[config.mk]
export PLATFORM = sky130hd
export DESIGN_NAME = rn_stage
export DESIGN_NICKNAME = d
export VERILOG_FILES = /design/src/rtl/rn_pkg.sv /design/src/rtl/rn_freelist.sv /design/src/rtl/rn_maptable.sv /design/src/rtl/rn_bypass.sv /design/src/rtl/rn_stage.sv
export SDC_FILE = /design/constraint.sdc
export NUM_CORES = 2
export LEC_CHECK = 0
export BUFFER_PORTS_ARGS = -buffer_cell sky130_fd_sc_hd__buf_2
export CORE_MARGIN = 3
export CORE_UTILIZATION = 45
export CTS_BUF_LIST = sky130_fd_sc_hd__clkbuf_8
export DETAILED_ROUTE_END_ITERATION = 8
export MAX_ROUTING_LAYER = met4
export PLACE_DENSITY = 0.65
export SYNTH_ARGS = -nofsm -noshare
export SYNTH_HDL_FRONTEND = slang
export SYNTH_HIERARCHICAL = 1
export SYNTH_SLANG_ARGS = --single-unit
[constraint.sdc]
create_clock -name clk -period 10.8 [get_ports clk]
set_input_delay 0 -clock clk [delete_from_list [all_inputs] [get_ports clk]]
set_output_delay 0 -clock clk [all_outputs]
set_load 0.01 [all_outputs]
[src/rtl/rn_pkg.sv]
package rn_pkg;
  localparam int LANES  = 4;
  localparam int ARCH_N = 32;
  localparam int PHYS_N = 64;
  localparam int AW     = $clog2(ARCH_N);
  localparam int PW     = $clog2(PHYS_N);
  localparam int CW     = PW + 1;
  localparam int NW     = $clog2(LANES + 1);
  localparam int NR     = 3 * LANES;
endpackage

[src/rtl/rn_freelist.sv]
module rn_freelist #(
  parameter int PW        = 6,
  parameter int LANES     = 4,
  parameter int NW        = 3,
  parameter int INIT_CNT  = 32,
  parameter int INIT_BASE = 32
) (
  input  logic                       clk,
  input  logic                       rst_n,
  input  logic                       pop_en,
  input  logic [NW-1:0]              pop_num,
  input  logic                       push_en,
  input  logic [PW-1:0]              push_tag,
  output logic [LANES-1:0][PW-1:0]   peek,
  output logic [PW:0]                cnt
);
  localparam int DEPTH = 1 << PW;
  localparam int CW    = PW + 1;

  logic [PW-1:0] mem_q [DEPTH];
  logic [PW-1:0] head_q, head_d, tail_q, tail_d;
  logic [CW-1:0] cnt_q, cnt_d;

  always_comb begin
    for (int i = 0; i < LANES; i++) peek[i] = mem_q[head_q + PW'(i)];
  end

  always_comb begin
    head_d = pop_en  ? head_q + PW'(pop_num) : head_q;
    tail_d = push_en ? tail_q + PW'(1)       : tail_q;
    cnt_d  = cnt_q - (pop_en ? CW'(pop_num) : '0) + (push_en ? CW'(1) : '0);
  end

  always_ff @(posedge clk or negedge rst_n) begin
    if (!rst_n) begin
      for (int i = 0; i < DEPTH; i++)
        mem_q[i] <= (i < INIT_CNT) ? PW'(INIT_BASE + i) : '0;
      head_q <= '0;
      tail_q <= PW'(INIT_CNT);
      cnt_q  <= CW'(INIT_CNT);
    end else begin
      if (push_en) mem_q[tail_q] <= push_tag;
      if (pop_en || push_en) begin
        head_q <= head_d;
        tail_q <= tail_d;
        cnt_q  <= cnt_d;
      end
    end
  end

  assign cnt = cnt_q;
endmodule

[src/rtl/rn_maptable.sv]
module rn_maptable #(
  parameter int ARCH_N = 32,
  parameter int AW     = 5,
  parameter int PW     = 6,
  parameter int LANES  = 4,
  parameter int NR     = 12
) (
  input  logic                     clk,
  input  logic                     rst_n,
  input  logic [NR-1:0][AW-1:0]    rd_addr,
  output logic [NR-1:0][PW-1:0]    rd_data,
  input  logic [LANES-1:0]         wr_en,
  input  logic [LANES-1:0][AW-1:0] wr_addr,
  input  logic [LANES-1:0][PW-1:0] wr_data
);
  logic [PW-1:0] map_q [ARCH_N];
  logic [PW-1:0] map_d [ARCH_N];

  always_comb begin
    for (int r = 0; r < NR; r++) rd_data[r] = map_q[rd_addr[r]];
  end

  // later lanes override earlier ones: last writer wins
  always_comb begin
    for (int i = 0; i < ARCH_N; i++) map_d[i] = map_q[i];
    for (int k = 0; k < LANES; k++)
      if (wr_en[k]) map_d[wr_addr[k]] = wr_data[k];
  end

  always_ff @(posedge clk or negedge rst_n) begin
    if (!rst_n) begin
      for (int i = 0; i < ARCH_N; i++) map_q[i] <= PW'(i);
    end else if (|wr_en) begin
      for (int i = 0; i < ARCH_N; i++) map_q[i] <= map_d[i];
    end
  end
endmodule

[src/rtl/rn_bypass.sv]
module rn_bypass #(
  parameter int LANES = 4,
  parameter int AW    = 5,
  parameter int PW    = 6
) (
  input  logic [LANES-1:0]         alloc,
  input  logic [LANES-1:0][AW-1:0] ln_dst,
  input  logic [LANES-1:0][AW-1:0] ln_sa,
  input  logic [LANES-1:0][AW-1:0] ln_sb,
  input  logic [LANES-1:0][PW-1:0] map_sa,
  input  logic [LANES-1:0][PW-1:0] map_sb,
  input  logic [LANES-1:0][PW-1:0] map_od,
  input  logic [LANES-1:0][PW-1:0] new_tag,
  output logic [LANES-1:0][PW-1:0] rs_a,
  output logic [LANES-1:0][PW-1:0] rs_b,
  output logic [LANES-1:0][PW-1:0] rs_o
);
  // the last lane is never an earlier writer for anyone
  logic unused_last;
  assign unused_last = ^{alloc[LANES-1], ln_dst[LANES-1], new_tag[LANES-1]};

  for (genvar k = 0; k < LANES; k++) begin : g_lane
    always_comb begin
      rs_a[k] = map_sa[k];
      rs_b[k] = map_sb[k];
      rs_o[k] = map_od[k];
      // ascending scan: the nearest earlier writer is applied last
      for (int j = 0; j < k; j++) begin
        if (alloc[j]) begin
          if (ln_dst[j] == ln_sa[k])  rs_a[k] = new_tag[j];
          if (ln_dst[j] == ln_sb[k])  rs_b[k] = new_tag[j];
          if (ln_dst[j] == ln_dst[k]) rs_o[k] = new_tag[j];
        end
      end
      if (ln_sa[k] == '0)  rs_a[k] = '0;
      if (ln_sb[k] == '0)  rs_b[k] = '0;
      if (ln_dst[k] == '0) rs_o[k] = '0;
    end
  end
endmodule

[src/rtl/rn_stage.sv]
module rn_stage
  import rn_pkg::*;
#(
  parameter int P_LANES  = LANES,
  parameter int P_AW     = AW,
  parameter int P_PW     = PW
) (
  input  logic                          clk,
  input  logic                          rst_n,
  input  logic                          grp_valid,
  input  logic [P_LANES-1:0]            ln_vld,
  input  logic [P_LANES-1:0]            ln_wr,
  input  logic [P_LANES-1:0][P_AW-1:0]  ln_dst,
  input  logic [P_LANES-1:0][P_AW-1:0]  ln_sa,
  input  logic [P_LANES-1:0][P_AW-1:0]  ln_sb,
  input  logic                          ret_vld,
  input  logic [P_PW-1:0]               ret_tag,
  output logic                          grp_fire,
  output logic [P_LANES-1:0][P_PW-1:0]  tag_sa,
  output logic [P_LANES-1:0][P_PW-1:0]  tag_sb,
  output logic [P_LANES-1:0][P_PW-1:0]  tag_new,
  output logic [P_LANES-1:0][P_PW-1:0]  tag_old
);
  localparam int L_NW = $clog2(P_LANES + 1);
  localparam int L_LW = (P_LANES > 1) ? $clog2(P_LANES) : 1;
  localparam int L_CW = P_PW + 1;
  localparam int L_NR = 3 * P_LANES;
  localparam int L_AN = 1 << P_AW;

  logic [P_LANES-1:0]           eff, alloc, wr_en;
  logic [L_NW-1:0]              need;
  logic [L_CW-1:0]              free_cnt;
  logic [P_LANES-1:0][P_PW-1:0] peek, new_raw, rs_a, rs_b, rs_o;
  logic [L_NR-1:0][P_AW-1:0]    rd_addr;
  logic [L_NR-1:0][P_PW-1:0]    rd_data;
  logic [P_LANES-1:0][P_PW-1:0] map_sa, map_sb, map_od;

  always_comb begin
    for (int k = 0; k < P_LANES; k++) begin
      eff[k]   = grp_valid & ln_vld[k];
      alloc[k] = eff[k] & ln_wr[k] & (ln_dst[k] != '0);
    end
    need     = L_NW'($countones(alloc));
    grp_fire = grp_valid & (free_cnt >= L_CW'(need));
    wr_en    = alloc & {P_LANES{grp_fire}};
  end

  // lane-ordered allocation from the head of the free list
  always_comb begin
    logic [L_NW-1:0] slot;
    slot = '0;
    for (int k = 0; k < P_LANES; k++) begin
      new_raw[k] = '0;
      if (alloc[k]) begin
        new_raw[k] = peek[slot[L_LW-1:0]];
        slot       = slot + L_NW'(1);
      end
    end
  end

  always_comb begin
    for (int k = 0; k < P_LANES; k++) begin
      rd_addr[k]             = ln_sa[k];
      rd_addr[P_LANES + k]   = ln_sb[k];
      rd_addr[2*P_LANES + k] = ln_dst[k];
      map_sa[k] = rd_data[k];
      map_sb[k] = rd_data[P_LANES + k];
      map_od[k] = rd_data[2*P_LANES + k];
    end
  end

  rn_freelist #(
    .PW(P_PW), .LANES(P_LANES), .NW(L_NW),
    .INIT_CNT((1 << P_PW) - L_AN), .INIT_BASE(L_AN)
  ) u_free (
    .clk(clk), .rst_n(rst_n),
    .pop_en(grp_fire), .pop_num(need),
    .push_en(ret_vld), .push_tag(ret_tag),
    .peek(peek), .cnt(free_cnt)
  );

  rn_maptable #(
    .ARCH_N(L_AN), .AW(P_AW), .PW(P_PW), .LANES(P_LANES), .NR(L_NR)
  ) u_map (
    .clk(clk), .rst_n(rst_n),
    .rd_addr(rd_addr), .rd_data(rd_data),
    .wr_en(wr_en), .wr_addr(ln_dst), .wr_data(new_raw)
  );

  rn_bypass #(.LANES(P_LANES), .AW(P_AW), .PW(P_PW)) u_byp (
    .alloc(alloc), .ln_dst(ln_dst), .ln_sa(ln_sa), .ln_sb(ln_sb),
    .map_sa(map_sa), .map_sb(map_sb), .map_od(map_od), .new_tag(new_raw),
    .rs_a(rs_a), .rs_b(rs_b), .rs_o(rs_o)
  );

  always_comb begin
    for (int k = 0; k < P_LANES; k++) begin
      tag_sa[k]  = eff[k]   ? rs_a[k] : '0;
      tag_sb[k]  = eff[k]   ? rs_b[k] : '0;
      tag_old[k] = alloc[k] ? rs_o[k] : '0;
      tag_new[k] = new_raw[k];
    end
  end
endmodule

==> Yosys cells after proc, flatten, opt, wreduce, memory -nomap -nowiden <==
Index checks and enable logic that the tools add are counted.
{ "op_classes": {"addsub": 12, "n_lt_le_gt_ge": 26, "n_eq_ne": 18, "mux": 142, "n_bitwise": 31, "n_reduce_logical": 25} }
{ "op_table": {"columns": ["operator", "count"], "rows": [
  ["192-bit bitwise mux", 4],
  ["192-bit two-way mux", 4],
  ["6-bit two-way mux", 104],
  ["384-bit bitwise mux", 1],
  ["6-bit binary-select mux with 5-bit select", 12],
  ["6-bit binary-select mux with 6-bit select", 4],
  ["6-bit demux with 5-bit select", 4],
  ["5-bit equality test", 18],
  ["6-bit greater-or-equal comparator (second input constant)", 12],
  ["5-bit NOT with 6-bit output", 12],
  ["5-bit logical NOT", 12],
  ["6-bit binary-select mux with 2-bit select", 3],
  ["6-bit demux with 6-bit select", 1],
  ["7-bit greater-or-equal comparator (second input constant)", 5],
  ["6-bit NOT with 7-bit output", 5],
  ["6-bit by 1-bit < comparator with 1-bit output (second input constant)", 4],
  ["5-bit nonzero test", 4],
  ["1-bit AND", 13],
  ["6-bit by 1-bit adder with 6-bit output (second input constant)", 2],
  ["6-bit by 2-bit adder with 6-bit output (second input constant)", 2],
  ["2-bit by 3-bit < comparator with 1-bit output (second input constant)", 3],
  ["7-bit adder", 1],
  ["7-bit by 3-bit greater-or-equal comparator with 1-bit output", 1],
  ["7-bit by 1-bit < comparator with 1-bit output (second input constant)", 1],
  ["other kinds (14)", 22]
]} }
{ "totals": {"reg_bits": 595, "in_bits": 78, "output_inout_bits": 97, "wordCells": 353} }

==> Depth between registers and ports, before layout <==
{ "depth": {"ltp_word": 15, "mapped_depth": 24, "depth_no_buf": 22} }

==> By module <==
Netlist, hierarchy kept.
{ "by_module_without_submodules": {"columns": ["mod", "instances", "cells_each", "area_each_um2", "seq_area_each_um2"], "rows": [
  ["rn_maptable", 1, 3255, 35114.9, 4904.7],
  ["rn_freelist", 1, 2247, 28711.3, 10227.3],
  ["rn_bypass", 1, 363, 2620.0, 0.0],
  ["rn_stage", 1, 216, 1522.7, 0.0]
]} }

==> Worst setup path before layout <==
No wires, ideal clock.
{ "synth_timing": {"path_type": "input -> register", "start": "in ln_dst[5] (netlist bit)", "end": "reg u_free.cnt_q[6], in the netlist u_free/cnt[6]", "setup_ps": 81, "t_arrival_ps": 5283, "t_required_ps": 10719, "slack_ps": 5437, "stages": 22, "path_buffers": 1, "cell_sequence": "or4_1 > o2111ai_4 > inv_1 > fa_1 > ha_1 > ha_1 > inv_1 > ha_1 > a21o_1 > a211oi_1 > nor2b_1 > clkbuf_1 > and2_1 > ha_1 > inv_1 > ha_1 > fa_1 > a21o_1 > a21oi_1 > o21bai_1 > o311ai_0 > xnor2_1"} }
{ "synth_via": {"elab_chain_cells": 9, "elab_cells_between_ends": 10, "classes_between": "add/sub: 4; order compare: 1; mux: 1; bitwise: 2; reduce/logical: 2"} }
{ "synth_lines": {"columns": ["item", "line_no", "source"], "rows": [
  ["start: declaration", "rn_stage.sv:13", "input logic [P_LANES-1:0][P_AW-1:0] ln_dst,"],
  ["5-bit nonzero test (*)", "rn_stage.sv:41", "alloc[k] = eff[k] & ln_wr[k] & (ln_dst[k] != '0);"],
  ["1-bit AND (*)", "rn_stage.sv:41", null],
  ["via alloc[1]", "rn_stage.sv:30", "logic [P_LANES-1:0] eff, alloc, wr_en;"],
  ["1-bit by 1-bit adder with 2-bit output (implied by the code) (*)", "rn_stage.sv:43", "need = L_NW'($countones(alloc));"],
  ["2-bit by 2-bit adder with 3-bit output (implied by the code) (*)", "rn_stage.sv:43", null],
  ["via need[1]", "rn_stage.sv:31", "logic [L_NW-1:0] need;"],
  ["7-bit by 3-bit greater-or-equal comparator with 1-bit output (*)", "rn_stage.sv:44", "grp_fire = grp_valid & (free_cnt >= L_CW'(need));"],
  ["1-bit AND (*)", "rn_stage.sv:44", null],
  ["via grp_fire", "rn_stage.sv:18", "output logic grp_fire,"],
  ["3-bit two-way mux", "rn_freelist.sv:31", "cnt_d = cnt_q - (pop_en ? CW'(pop_num) : '0) + (push_en ? CW'(1) : '0);"],
  ["7-bit subtractor", "rn_freelist.sv:31", null],
  ["7-bit adder", "rn_freelist.sv:31", null],
  ["end signal: assignment", "rn_freelist.sv:40", "cnt_q <= CW'(INIT_CNT);"],
  ["end signal: assignment", "rn_freelist.sv:46", "cnt_q <= cnt_d;"],
  ["end: declaration", "rn_freelist.sv:22", "logic [CW-1:0] cnt_q, cnt_d;"]
]} }
Mark *: on every way through the listed nets, which the timed path passes. The rest lies on a longest branch.
A chain may end at the register's enable or synchronous reset.

==> results.md <==
* Site Rows at 141
* Hold slack at -0.00426 ns
* Commonest non-fill, non-tap cell in the layout: mux4_2
* Finished Core Util at 0.479
* Status: finished, violations left
* Final cycle utilization of the critical path at 0.753
* Failing checks: design-rule violations, negative hold slack
* Most frequent cells in the layout: 1043 x mux4_2, 562 x nand2_1, 465 x mux2_2
* Min-delay worst type: in -> async
* Worst vdd ir at 257 µV
* Die height at 395 µm
* Largest fanout on the critical path at 68
* Multi-input combinational cell area at 0.0491 mm²
* Layout Skew at 0.0760 ns
* Post-synth top flop: dfrtp_1
* Initial Util at 0.456
* Final setup TNS at 0 ns
* Setup CP Type: reg -> out
* Final slew viol count at 0
* WL/cell at 41.8 µm
* Setup crit end kind: output pin
* Number of max-cap violations at 0
* Leak at 0.0250 µW
* Final setup margin at 2.67 ns
* Vias in the first global route at 61800
* # fillers at 13400
* CTS tree: yes
* Area grow syn2layout at 4.99%
* Clk_lat worst skew at 0.88 ns
* Post-synth cell types at 96
* Post-synth ARST share at 1.00
* Initial antenna violation count at 29
* Largest net degree at the start of global routing at 147
* # setup viols final at 0
* Via density at 8.27
* Number of port buffers at 174
* Die width at 395 µm
* H-tree depth at 3
* DRT Pass-1 Iters at 9
* Core area at 0.149 mm²
* Seq/Total Area, Yosys at 0.223
* GP Congestion at 1.05
* Synthesized area at 0.0680 mm²
* Design Power at 17400 µW
* Pwr/cell area at 244 mW/mm²
* Nature of the critical path startpoint: flop
* Max Root-Sink Buffers at 3
* CP required at 10.80 ns
* Final hold vios at 1
* Avg Cell Area, Syn at 11.2 µm²
* Num CTS Buffers at 106
* Top-level port count at 175
* Worst-path clk slew at 0.07 ns
* Drc violations at 1
* Post-synth EDFFs at 0
* Yosys reg bits at 595
* Global Route Usage Sum at 0.418
* Sink Count at 595
* Vias after detailed routing at 64200
* Worst slew pin tran at 1.40 ns
* GRT overflow at 0
* Drt total wl at 324000 µm
* Clock Root Buffer: clkbuf_8
* Setup Buffers After CTS at 0
* Pre-CTS setup slack at 3.70 ns
* Synth warnings at 6
* Layout cells sized above 1 at 0.395
* Initial DRC count at 11700
* RSZ-0062 raised after global routing: false
* Post-CTS Resized at 0
* Period minus WS final at 8.13 ns
* DP HPWL at 212000 µm
* Rel. slew slack at 0.0691
* DIE AREA at 0.156 mm²
* Maximum clock rate at 123 MHz
* Syn Inst Count at 6081
* Syn_nets at 6186
* Fin nets at 5750
* Final ANT Viol Nets at 0
* FF/Latch Area at 0.0151 mm²
* First-pass GRT wire length at 463000 µm
* CP arrival at 8.13 ns
==> Yosys cell counts (107+ instances only) <==
cell | instances | area share
a41oi_1 | 162 | 0.021
o21ai_0 | 160 | 0.012
a31oi_1 | 130 | 0.012
clkbuf_1 | 554 | 0.031
o22ai_1 | 240 | 0.022
mux4_2 | 1043 | 0.35
nor2_1 | 162 | 0.0089
buf_2 | 110 | 0.0081
and3_1 | 170 | 0.016
dfstp_2 | 194 | 0.075
nand3_1 | 154 | 0.011
mux2_2 | 465 | 0.077
dfrtp_1 | 401 | 0.15
buf_1 | 107 | 0.0059
nand2_1 | 562 | 0.031
mux2i_1 | 184 | 0.027
==> sequential cells by signal, summed over array words and instances, names as in the netlist <==
| name | count |
|---|---|
| u_map/map_q | 192 |
| u_free/mem_q | 384 |
| u_free/head_q | 6 |
| u_free/cnt | 7 |
| u_free/tail_q | 6 |
==> cells by family (layout without fill, tap and decap cells) <==
kind of cell | count (synthesis) | after routing | share of synthesized area
simple gates | 1441 | 1441 | 0.107
flops | 595 | 595 | 0.223
compound gates | 1281 | 1281 | 0.129
fa+ha+maj | 27 | 27 | 0.00530
buf+inv | 889 | 544 | 0.0602
xor+xnor | 124 | 124 | 0.0166
mux | 1724 | 1724 | 0.459
other cells | 0 | 33 | 0
==> where the power goes <==
part	switching, µW	leakage [µW]	total [µW]	internal (µW)
clock network	1110	0.00133	2370	1260
logic	5520	0.0167	10100	4540
registers	1920	0.00700	5010	3090
total	8550	0.0250	17400	8890
==> per-layer routing <==
metal  routed length [µm]  track usage  up-vias
li1                     -            -    23700
met1               103000        0.475    31800
met4                36800        0.354        0
met3                50800        0.165     2031
met5                    0            -        -
met2               134000        0.573     6686
==> area by class of cell <==
type / instances / area share
clock inverters: 66 / 0.00675
multi-input cells: 4597 / 0.688
well taps: 2002 / 0.0351
diodes: 33 / 0.00116
inverters: 24 / 0.00133
clock buffers: 133 / 0.0257
flip-flops and latches: 595 / 0.212
repair buffers: 321 / 0.0297
==> through the flow <==
stage	instance area, µm²	cells
floorplan	68000	6081
global placement	68800	7529
detailed placement	68800	7529
CTS	71300	7738
global route	71300	7764
finish	71400	7771
==> worst max-delay path: stages (launching register included) <==
cell      delay (ns)
dfrtp_4         0.61
buf_4           0.52
clkinv_1        0.13
buf_4           0.33
ha_4            0.92
buf_12          0.46
mux4_2          0.30
mux2i_1         0.14
o311ai_0        0.82
o211a_1         0.43
mux4_2          0.27
and2_2          1.02
buf_4           0.47
a32oi_1         0.09
o21ai_1         0.16
and3_1          0.21
buf_2           0.13
==> final timing paths <==
path,start,endpoint,slack [ns],cells after the start
min in group clk,ln_dst[6],u_map/map_q[129]$_DFFE_PN1P_,0.06,4
worst max-delay path,u_free/head_q[1]$_DFFE_PN0P_,tag_sa[23],2.67,16
max in group asynchronous,rst_n,u_map/map_q[188]$_DFFE_PN0P_,9.19,4
worst min-delay path,rst_n,u_map/map_q[45]$_DFFE_PN1P_,-0.004,2
worst min register to register,u_free/cnt[6]$_DFFE_PN0N_,u_free/cnt[6]$_DFFE_PN0N_,0.47,1
worst max register to register,u_free/head_q[1]$_DFFE_PN0P_,u_map/map_q[149]$_DFFE_PN0P_,3.47,14
==> repair_timing <==
action | in CTS | in global routing
hold buffers | 10 | 0
hold endpoints to repair | 696 | 0
endpoints found under the setup margin | 0 | 0
No activity file was read; power rests on OpenSTA's default activity.
